### config.mk
export PLATFORM = sky130hd
export DESIGN_NAME = acq_burst_seq
export DESIGN_NICKNAME = d
export VERILOG_FILES = /design/src/rtl/acq_pkg.sv /design/src/rtl/acq_rst_sync.sv /design/src/rtl/acq_seq_timer.sv /design/src/rtl/acq_burst_ctr.sv /design/src/rtl/acq_burst_seq.sv
export SDC_FILE = /design/constraint.sdc
export NUM_CORES = 1
export LEC_CHECK = 0
export BUFFER_PORTS_ARGS = -buffer_cell sky130_fd_sc_hd__buf_2
export CORE_MARGIN = 4
export CORE_UTILIZATION = 40
export DETAILED_ROUTE_END_ITERATION = 7
export MAX_ROUTING_LAYER = met4
export PLACE_DENSITY = 0.63
export SLEW_MARGIN = 10
export SYNTH_ARGS = -nofsm -noshare
export SYNTH_HDL_FRONTEND = slang
export SYNTH_SLANG_ARGS = --single-unit
### constraint.sdc
create_clock -name clk -period 2 [get_ports clk]
set_clock_uncertainty 0.05 [all_clocks]
set_input_delay 0.2 -clock clk [delete_from_list [all_inputs] [get_ports clk]]
set_output_delay 0.2 -clock clk [all_outputs]
set_load 0.02 [all_outputs]
### src/rtl/acq_pkg.sv
package acq_pkg;
  typedef enum logic [1:0] {
    ST_IDLE  = 2'd0,
    ST_HEAD  = 2'd1,
    ST_FRAME = 2'd2,
    ST_DONE  = 2'd3
  } acq_state_e;

  localparam int HDR_BITS  = 32;
  localparam int DATA_BITS = 32;
  localparam logic [7:0] WR_OPCODE = 8'h02;

  // opcode byte followed by a 24-bit right-justified address
  function automatic logic [31:0] make_header(input logic [23:0] addr);
    return {WR_OPCODE, addr};
  endfunction
endpackage

### src/rtl/acq_rst_sync.sv
module acq_rst_sync #(
  parameter int STAGES = 2
) (
  input  logic clk,
  input  logic rst_n,
  output logic rst_q
);
  logic [STAGES-1:0] sync_q;

  always_ff @(posedge clk or negedge rst_n) begin
    if (!rst_n) sync_q <= '0;
    else        sync_q <= {sync_q[STAGES-2:0], 1'b1};
  end

  assign rst_q = sync_q[STAGES-1];
endmodule

### src/rtl/acq_seq_timer.sv
module acq_seq_timer #(
  parameter int  FRAME_BITS = 64,
  localparam int SEQ_LEN    = 2 * FRAME_BITS,
  localparam int SW         = $clog2(SEQ_LEN),
  localparam int KW         = SW - 1
) (
  input  logic          clk,
  input  logic          rst_q,
  output logic          bck,
  output logic [KW-1:0] bit_idx,
  output logic          wrap
);
  logic [SW-1:0] seq_q, seq_d;
  logic          count_en;
  logic          at_end;

  assign count_en = 1'b1;
  assign at_end   = (seq_q == SW'(SEQ_LEN - 1));

  always_comb begin
    seq_d = seq_q;
    if (count_en) seq_d = at_end ? '0 : seq_q + 1'b1;
  end

  always_ff @(posedge clk or negedge rst_q) begin
    if (!rst_q) seq_q <= '0;
    else        seq_q <= seq_d;
  end

  assign bck     = seq_q[0];
  assign bit_idx = seq_q[SW-1:1];
  assign wrap    = at_end;

  // bit clock alternates on every edge once out of reset
  assert_bck_rise_R2: assert property (@(posedge clk) disable iff (!rst_q)
    !bck |=> bck);
  assert_bck_fall_R2: assert property (@(posedge clk) disable iff (!rst_q)
    bck |=> !bck);
endmodule

### src/rtl/acq_burst_ctr.sv
module acq_burst_ctr #(
  parameter int FRAMES_PER_LASER = 16,
  parameter int LASER_CYCLES     = 32,
  parameter int CNT_W            = 7
) (
  input  logic             clk,
  input  logic             rst_q,
  input  logic             load,
  input  logic             step,
  input  logic [CNT_W-1:0] cnt_in,
  output logic             laser_hi,
  output logic             last
);
  localparam int FW = (FRAMES_PER_LASER > 1) ? $clog2(FRAMES_PER_LASER) : 1;
  localparam int LW = (LASER_CYCLES > 1) ? $clog2(LASER_CYCLES) : 1;
  localparam logic [FW-1:0] F_LAST = FW'(FRAMES_PER_LASER - 1);
  localparam logic [FW-1:0] F_HALF = FW'(FRAMES_PER_LASER / 2);
  localparam logic [LW-1:0] L_LAST = LW'(LASER_CYCLES - 1);

  logic [FW-1:0]    frame_q, frame_d;
  logic [LW-1:0]    lcyc_q, lcyc_d;
  logic [CNT_W-1:0] acq_q, acq_d;
  logic [CNT_W-1:0] goal_q, goal_d;
  logic             frame_end, lcyc_end, acq_end;

  assign frame_end = (frame_q == F_LAST);
  assign lcyc_end  = (lcyc_q == L_LAST);
  assign acq_end   = ({1'b0, acq_q} + (CNT_W+1)'(1)) >= {1'b0, goal_q};

  always_comb begin
    frame_d = frame_q;
    lcyc_d  = lcyc_q;
    acq_d   = acq_q;
    goal_d  = goal_q;
    if (load) begin
      frame_d = '0;
      lcyc_d  = '0;
      acq_d   = '0;
      goal_d  = cnt_in;
    end else if (step) begin
      frame_d = frame_end ? '0 : frame_q + 1'b1;
      if (frame_end) lcyc_d = lcyc_end ? '0 : lcyc_q + 1'b1;
      if (frame_end && lcyc_end) acq_d = acq_q + 1'b1;
    end
  end

  always_ff @(posedge clk or negedge rst_q) begin
    if (!rst_q) begin
      frame_q <= '0;
      lcyc_q  <= '0;
      acq_q   <= '0;
      goal_q  <= '0;
    end else begin
      frame_q <= frame_d;
      lcyc_q  <= lcyc_d;
      acq_q   <= acq_d;
      goal_q  <= goal_d;
    end
  end

  assign laser_hi = (frame_q < F_HALF);
  assign last     = frame_end && lcyc_end && acq_end;

  // the burst length latched at start ignores later count changes
  assert_goal_hold_R9: assert property (@(posedge clk) disable iff (!rst_q)
    !load |=> $stable(goal_q));
  // every laser cycle opens with the drive high
  assert_laser_open_R8: assert property (@(posedge clk) disable iff (!rst_q)
    load |=> laser_hi);
endmodule

### src/rtl/acq_burst_seq.sv
module acq_burst_seq
  import acq_pkg::*;
#(
  parameter int          FRAME_BITS       = 64,
  parameter int          FRAMES_PER_LASER = 16,
  parameter int          LASER_CYCLES     = 32,
  parameter int          CNT_W            = 7,
  parameter logic [16:0] START_ADDR       = 17'd0
) (
  input  logic             clk,
  input  logic             rst_n,
  input  logic             run,
  input  logic [CNT_W-1:0] cyc_cnt,
  input  logic             adc_sd,
  output logic             adc_bck,
  output logic             adc_lrck,
  output logic             sram_cs_n,
  output logic             sram_sck,
  output logic             sram_si,
  output logic             laser_on,
  output logic             irq
);
  localparam int SW = $clog2(2 * FRAME_BITS);
  localparam int KW = SW - 1;
  localparam logic [KW-1:0] HDR_END   = KW'(HDR_BITS);
  localparam logic [KW-1:0] DATA_LAST = KW'(DATA_BITS);
  localparam logic [31:0]   HEADER    = make_header({7'd0, START_ADDR});

  logic          rst_q;
  logic          bck, wrap;
  logic [KW-1:0] bit_idx;
  logic          start, step, laser_hi, last;
  logic          hdr_win, dat_win;
  acq_state_e    state_q, state_d;

  acq_rst_sync #(.STAGES(2)) u_rst (
    .clk   (clk),
    .rst_n (rst_n),
    .rst_q (rst_q)
  );

  acq_seq_timer #(.FRAME_BITS(FRAME_BITS)) u_seq (
    .clk     (clk),
    .rst_q   (rst_q),
    .bck     (bck),
    .bit_idx (bit_idx),
    .wrap    (wrap)
  );

  assign start = (state_q == ST_IDLE) && run && wrap;
  assign step  = (state_q == ST_FRAME) && wrap;

  acq_burst_ctr #(
    .FRAMES_PER_LASER (FRAMES_PER_LASER),
    .LASER_CYCLES     (LASER_CYCLES),
    .CNT_W            (CNT_W)
  ) u_ctr (
    .clk      (clk),
    .rst_q    (rst_q),
    .load     (start),
    .step     (step),
    .cnt_in   (cyc_cnt),
    .laser_hi (laser_hi),
    .last     (last)
  );

  // next-state logic
  always_comb begin
    state_d = state_q;
    unique case (state_q)
      ST_IDLE:  if (start) state_d = ST_HEAD;
      ST_HEAD:  if (wrap) state_d = ST_FRAME;
      ST_FRAME: if (wrap && last) state_d = ST_DONE;
      ST_DONE:  state_d = ST_IDLE;
      default:  state_d = ST_IDLE;
    endcase
  end

  always_ff @(posedge clk or negedge rst_q) begin
    if (!rst_q) state_q <= ST_IDLE;
    else        state_q <= state_d;
  end

  // output decode from sequence position and state
  assign hdr_win = (state_q == ST_HEAD) && (bit_idx < HDR_END);
  assign dat_win = (state_q == ST_FRAME) && (bit_idx != '0) && (bit_idx <= DATA_LAST);

  assign adc_bck   = bck;
  assign adc_lrck  = (state_q == ST_FRAME) && (bit_idx == '0);
  assign sram_cs_n = !((state_q == ST_HEAD) || (state_q == ST_FRAME));
  assign sram_sck  = bck && (hdr_win || dat_win);
  assign sram_si   = hdr_win ? HEADER[~bit_idx[4:0]] : (dat_win && adc_sd);
  assign laser_on  = (state_q == ST_FRAME) && laser_hi;
  assign irq       = (state_q == ST_DONE);

  // serial clock only while the memory is selected
  assert_sck_selected_R7: assert property (@(posedge clk) disable iff (!rst_q)
    sram_sck |-> !sram_cs_n);
  // strobe rises with a falling bit clock
  assert_strobe_edge_R5: assert property (@(posedge clk) disable iff (!rst_q)
    $rose(adc_lrck) |-> $fell(adc_bck));
  // no memory clock while the frame strobe is high
  assert_strobe_gap_R6: assert property (@(posedge clk) disable iff (!rst_q)
    adc_lrck |-> !sram_sck);
  // one-cycle interrupt with memory released
  assert_irq_single_R10: assert property (@(posedge clk) disable iff (!rst_q)
    irq |=> !irq);
  assert_irq_release_R10: assert property (@(posedge clk) disable iff (!rst_q)
    irq |-> sram_cs_n);
  // header data moves only on a falling bit clock
  assert_hdr_stable_R4: assert property (@(posedge clk) disable iff (!rst_q)
    (state_q == ST_HEAD && $past(state_q) == ST_HEAD && !$fell(adc_bck))
      |-> $stable(sram_si));
  // selection begins on a falling bit clock
  assert_cs_align_R3: assert property (@(posedge clk) disable iff (!rst_q)
    $fell(sram_cs_n) |-> $fell(adc_bck));
endmodule

== Word-level counts from Yosys, hierarchy flattened ==
Memory sizes are Yosys's and may differ from the RTL's.
Index checks and enable logic that the tools add are counted.

* Register bits: 34
* Bits in read-only memories: 32
* Input port bits: 11
* Output and inout bits: 7
* Logic and storage cells: 70
* Memories kept: 1

* Add/subtract/negate cells: 5
* Order comparisons: 5
* Eq/ne operators: 9
* Muxes and demuxes: 17
* Bitwise operators: 1
* Reductions and logical operators: 25

{| class="wikitable"
|+ Memories
! name !! words !! width !! rd ports !! clocked after memory_dff !! write ports !! RTL line !! text
|-
| (no name shown) || 32 || 1 || 1 || 0 || 0 || acq_burst_seq.sv:92 || <nowiki>assign sram_si = hdr_win ? HEADER[~bit_idx[4:0]] : (dat_win && adc_sd);</nowiki>
|}

{| class="wikitable"
|+ Operators by type and width
! kind !! number
|-
| 7-bit 2-to-1 mux || 4
|-
| 5-bit 2-to-1 mux || 4
|-
| 7-bit by 1-bit adder with 7-bit output, second input constant || 2
|-
| 1-bit logical AND || 13
|-
| 4-bit 2-to-1 mux || 3
|-
| 7-bit by 1-bit adder with 8-bit output, second input constant || 1
|-
| 8-bit by 7-bit >= comparator with 1-bit output || 1
|-
| 2-bit case mux with 4 select lines || 1
|-
| 7-bit == test, second input constant || 1
|-
| 6-bit <= comparator, second input constant || 1
|-
| 6-bit logical NOT || 1
|-
| 5-bit by 6-bit less-than comparator with 1-bit output, second input constant || 1
|-
| 6-bit less-than comparator, second input constant || 1
|-
| 2-bit 2-to-1 mux || 3
|-
| 2-bit nonzero test || 3
|-
| 6-bit nonzero test || 1
|-
| 5-bit by 1-bit adder with 5-bit output, second input constant || 1
|-
| 5-bit == test, second input constant || 1
|-
| 5-bit inverter || 1
|-
| 4-bit by 1-bit adder with 4-bit output, second input constant || 1
|-
| 2-bit == test, second input constant || 2
|-
| 4-bit == test, second input constant || 1
|-
| 4-bit less-than comparator, second input constant || 1
|-
| 2-bit inequality test, second input constant || 2
|-
| other kinds (8) || 11
|}

== Depth between registers and ports, before layout ==
* Depth after elaboration: 6
* Mapped depth: 10
* Gate-level depth less buffers: 10

== Hierarchy ==
From an unflattened synthesis, not the netlist that was laid out.

* Cell total of the unflattened synthesis: 201
* Area total of the unflattened synthesis: 1916.8 um2

{| class="wikitable"
|+ By module, submodules not included
! module !! times used !! cells an instance !! area an instance (um2) !! sequential area each (um2)
|-
| acq_burst_ctr || 1 || 138 || 1293.7 || 575.6
|-
| acq_seq_timer || 1 || 25 || 291.5 || 175.2
|-
| acq_burst_seq || 1 || 35 || 277.8 || 50.0
|-
| acq_rst_sync || 1 || 3 || 53.8 || 50.0
|}

== Worst setup path before layout ==
No wires, ideal clock.

* Kind: register to register
* Start: register u_ctr.acq_q[0]
* End: register state_q[0]
* Setup time: 0.119 ns
* Arrival: 1.867 ns
* Data required time: 1.831 ns
* Slack: -0.035 ns
* Cell stages (with the launch flop): 10
* Buffers on the path: 0
* Clock period less this slack: 2.035 ns
* Cells stage by stage: dfrtp_1 ha_1 nand3_1 nor2_1 xor2_1 ha_1 a21oi_1 o211ai_1 and3_1 o21a_1

* Cells in the longest elaborated chain, start to end: 6

{| class="wikitable"
|+ RTL lines
! item !! RTL line !! text
|-
| start: declaration || acq_burst_ctr.sv:22 || <nowiki>logic [CNT_W-1:0] acq_q, acq_d;</nowiki>
|-
| start signal: assignment || acq_burst_ctr.sv:56 || <nowiki>acq_q <= acq_d;</nowiki>
|-
| 7-bit by 1-bit adder with 8-bit output || acq_burst_ctr.sv:28 || <nowiki>assign acq_end = ({1'b0, acq_q} + (CNT_W+1)'(1)) >= {1'b0, goal_q};</nowiki>
|-
| 8-bit by 7-bit >= comparator with 1-bit output || acq_burst_ctr.sv:28 ||
|-
| 1-bit logical AND || acq_burst_ctr.sv:62 || <nowiki>assign last = frame_end && lcyc_end && acq_end;</nowiki>
|-
| 1-bit logical AND || acq_burst_seq.sv:73 || <nowiki>ST_FRAME: if (wrap && last) state_d = ST_DONE;</nowiki>
|-
| 2-bit inequality test (no line) || -- ||
|-
| 3-bit AND reduction (no line) || -- ||
|-
| end signal: assignment || acq_burst_seq.sv:81 || <nowiki>else state_q <= state_d;</nowiki>
|-
| end: declaration || acq_burst_seq.sv:34 || <nowiki>acq_state_e state_q, state_d;</nowiki>
|}

No other way between the ends.
A chain may end at the register's enable or synchronous reset.

== Worst setup path after layout ==
Ends and elaborated chain as after synthesis.

==> impl_results.md <==
* Outcome: complete, but fails checks
* Failing checks: setup timing
* Vias/cell at 5.28
* WS Path Type: flop to flop
* Layout cell share with drive strength beyond 1 at 28.2%
* Clock-pin slew of the registers on the worst-case setup and hold paths at 0.08 ns
* Hold Path Class: primary input to flop
* Min-delay src: cyc_cnt[0]
* Final core utilization at 53.9%
* Inst Count DP at 278
* PwrDens at 566 mW/mm^2
* Cell count of the worst reg-to-reg path at 9
* Arrival time worst endpoint at 2.23 ns
* Post-route DRC violation count at 0
* Hold Vio Cnt, Final at 0
* GRT Overall Usage at 15.0%
* VDD IR max at 0.000524 V
* TritonRoute pass-1 iters at 4
* Unrepaired setup endpoints after global routing: yes
* Flop and latch count out of synthesis at 34
* Synth top cells by count: nand2_1, dfrtp_1, ha_1
* Net Count, Synth at 228
* H-Tree Depth at 2
* Post-DP HPWL at 2700 um
* Final Cycle Share at 105%
* Critical Path Source Type: flop
* Reg2Reg Setup Slack at -0.10 ns
* Max Cap Viol at 0
* Syn Area/Cell at 9.42 um^2
* Post-placement setup slack at -0.137 ns
* CP Max Fanout at 4
* Post-synthesis async set-or-reset flop share at 100%
* Critical path's largest stage delay at 0.43 ns
* Cells after Synth at 201
* Highest Clock Rate at 476 MHz
* Final Power at 1.36 mW
* Crit-path cells: and4_4 -> nand2_4 -> xnor2_2 -> ha_1 -> a21o_1 -> a21oi_2 -> o211ai_1 -> and3_1 -> o21a_1
* Yosys warning total at 0
* Cell with the most instances after synthesis: nand2_1
* EDFF count, synth at 0
* CTS tree: done
* Die X at 76.8 um
* Die height at 76.8 um
* DRT antenna net count at 0
* WP buf/inv at 0
* Global-route wire length before repair at 6920 um
* Initial antenna violation count at 0
* Total grt overflow at 0
* Post-synth top area cell: dfrtp_1
* Final instance area at 0.00241 mm^2
* Yosys cell types at 41
* WL final at 3970 um
* CTS Root Cell: clkbuf_8
* RD Place Congestion at 0.786
* CTS Sinks at 34
* Clk_lat worst skew at 0.29 ns
* Register area share after synthesis at 44.9%
* Hold worst-path end: u_ctr.goal_q[0]
* Non-filler cells, final at 293
* Top Ports at 18
* Final nets at 267
* Largest net degree at the start of global routing at 33
* I/O Buffers at 17
* Hold Path Depth at 3
* Antenna Cells at 0
* Post-Syn Area at 0.00189 mm^2
* Worst flop-to-flop path endpoint: state_q[0]
* Synth area leaders: dfrtp_1, ha_1, nand2_1, o21ai_0, xor2_1
* Core area at 0.00447 mm^2
* CP top delay family: compound AO/OA/AOI/OAI gates
* Final setup fails at 2
* Primary FF master, synth: dfrtp_1
* Placed inst area at 0.00212 mm^2
* Die Area at 0.00590 mm^2
* Setup WS post-layout at -0.102 ns
* Area Overhead vs Synth at 27.3%
* Final slew viol count at 0
* DR WL/cell at 13.5 um
* Critical Path RT at 2.13 ns
* Initial Utilization at 42.3%
* Slowest CP cell: dfrtp_1
* Clock buffer depth at 2
* Setup crit end kind: flop
* Cell Rows at 24
* Leakage at 1.17 nW
* Period minus WS final at 2.10 ns
* Worst reg2reg startpoint: u_ctr.acq_q[0]
* Vias in the first global route at 1529
* Post-synth top area share at 44.9%
* Vias at 1547
* Initial DRC count at 55
* Num CTS Buffers at 5
==> worst reg2reg max path, delay by kind of cell (launching register included) <==
kind / cells / cell delay [ns]
compound gates: 4 / 0.55
xor+xnor: 1 / 0.15
fa+ha+maj: 1 / 0.30
flops: 1 / 0.43
simple gates: 3 / 0.51
==> placed cells by master (no fill, tap or decap), types with 2 or more instances in the layout <==
| cell type | netlist | layout |
|---|---|---|
| a21oi_1 | 7 | 6 |
| clkinvlp_4 | 0 | 2 |
| nand4_1 | 4 | 4 |
| nand2b_1 | 2 | 2 |
| dfrtp_2 | 0 | 5 |
| inv_1 | 10 | 9 |
| buf_4 | 0 | 17 |
| o21a_1 | 2 | 2 |
| ha_1 | 16 | 13 |
| o21ai_0 | 15 | 13 |
| a21oi_2 | 1 | 2 |
| buf_2 | 3 | 15 |
| and3_1 | 4 | 4 |
| a21o_1 | 2 | 2 |
| nand3_1 | 12 | 11 |
| or3_1 | 2 | 2 |
| xor2_1 | 8 | 8 |
| buf_6 | 0 | 3 |
| nor3_1 | 4 | 2 |
| clkbuf_8 | 0 | 5 |
| xnor2_1 | 5 | 4 |
| nor2_1 | 10 | 9 |
| nand3_2 | 1 | 2 |
| nand2_1 | 36 | 35 |
| ha_4 | 0 | 3 |
| dfrtp_1 | 34 | 29 |
| o21ai_1 | 2 | 4 |
| nor2b_1 | 2 | 2 |
==> sequential cells by signal, summed over array words and instances (netlist names) <==
| register | flops |
|---|---|
| u_ctr.acq_q | 7 |
| u_ctr.goal_q | 7 |
| u_seq.seq_q | 7 |
| u_ctr.lcyc_q | 5 |
| u_ctr.frame_q | 4 |
| state_q | 2 |
| u_rst.sync_q | 2 |
==> metrics by stage <==
| stage | TNS [ns] | hold slack, ns |
|---|---|---|
| 5_1_grt | -0.499 | 0.0553 |
| 4_1_cts | -0.189 | 0.0436 |
| 2_1_floorplan | 0 | -0.146 |
| 6_report | -0.162 | 0.0495 |
| 3_5_place_dp | -0.223 | -0.0633 |
| 3_3_place_gp | -0.0884 | -0.0637 |
==> routing by layer <==
| metal | share of wire, % | wire (um) | track usage (%) | vias to the layer above |
|---|---|---|---|---|
| met5 | 0 | 0 | - | - |
| met4 | 1.9 | 74 | 4.89 | 0 |
| met3 | 3.5 | 140 | 3.75 | 7 |
| met2 | 46 | 1830 | 23.5 | 23 |
| met1 | 48 | 1920 | 19.1 | 744 |
| li1 | - | - | - | 773 |
==> cell type report <==
cell class	count	area, um^2
fillers	391	2060
multi-input cells	153	1090
flip-flops and latches	34	857
repair buffers	36	246
clock buffers	5	68.8
well taps	52	65.1
clock inverters	3	45.0
inverters	10	37.5
==> cells by family (layout without fill, tap and decap cells) <==
group	after synthesis	after routing	synth area share [%]
simple gates	83	83	21.7
compound gates	38	38	12.5
flops	34	34	44.9
fa+ha+maj	16	16	10.6
buf+inv	14	54	2.97
xor+xnor	13	13	6.01
mux	2	2	1.12
other cells	1	1	0.198
==> where the power goes <==
part	leakage [nW]	total, mW	internal (mW)	switching, mW
registers	0.387	0.689	0.689	0.000488
logic	0.733	0.0327	0.0124	0.0203
clock network	0.0504	0.642	0.371	0.272
total	1.17	1.36	1.07	0.293
==> repair_timing <==
action	CTS	global route
endpoints found under the setup margin	4	5
hold buffers	1	0
hold endpoints to repair	2	0
pin swaps	1	3
buffers inserted	3	3
gates resized for setup	7	24
==> worst max-delay path by stage <==
stage | from | end | depth (start not counted)
detailed placement | u_ctr.acq_q[0] | state_q[0] | 6
floorplan | state_q[0] | sram_si | 7
global route | u_ctr.acq_q[0] | state_q[1] | 9
global placement | u_ctr.acq_q[0] | state_q[0] | 9
finish | u_ctr.acq_q[0] | state_q[0] | 9
CTS | u_ctr.acq_q[1] | state_q[0] | 9
Note: power is estimated with default switching activity, not from simulation.
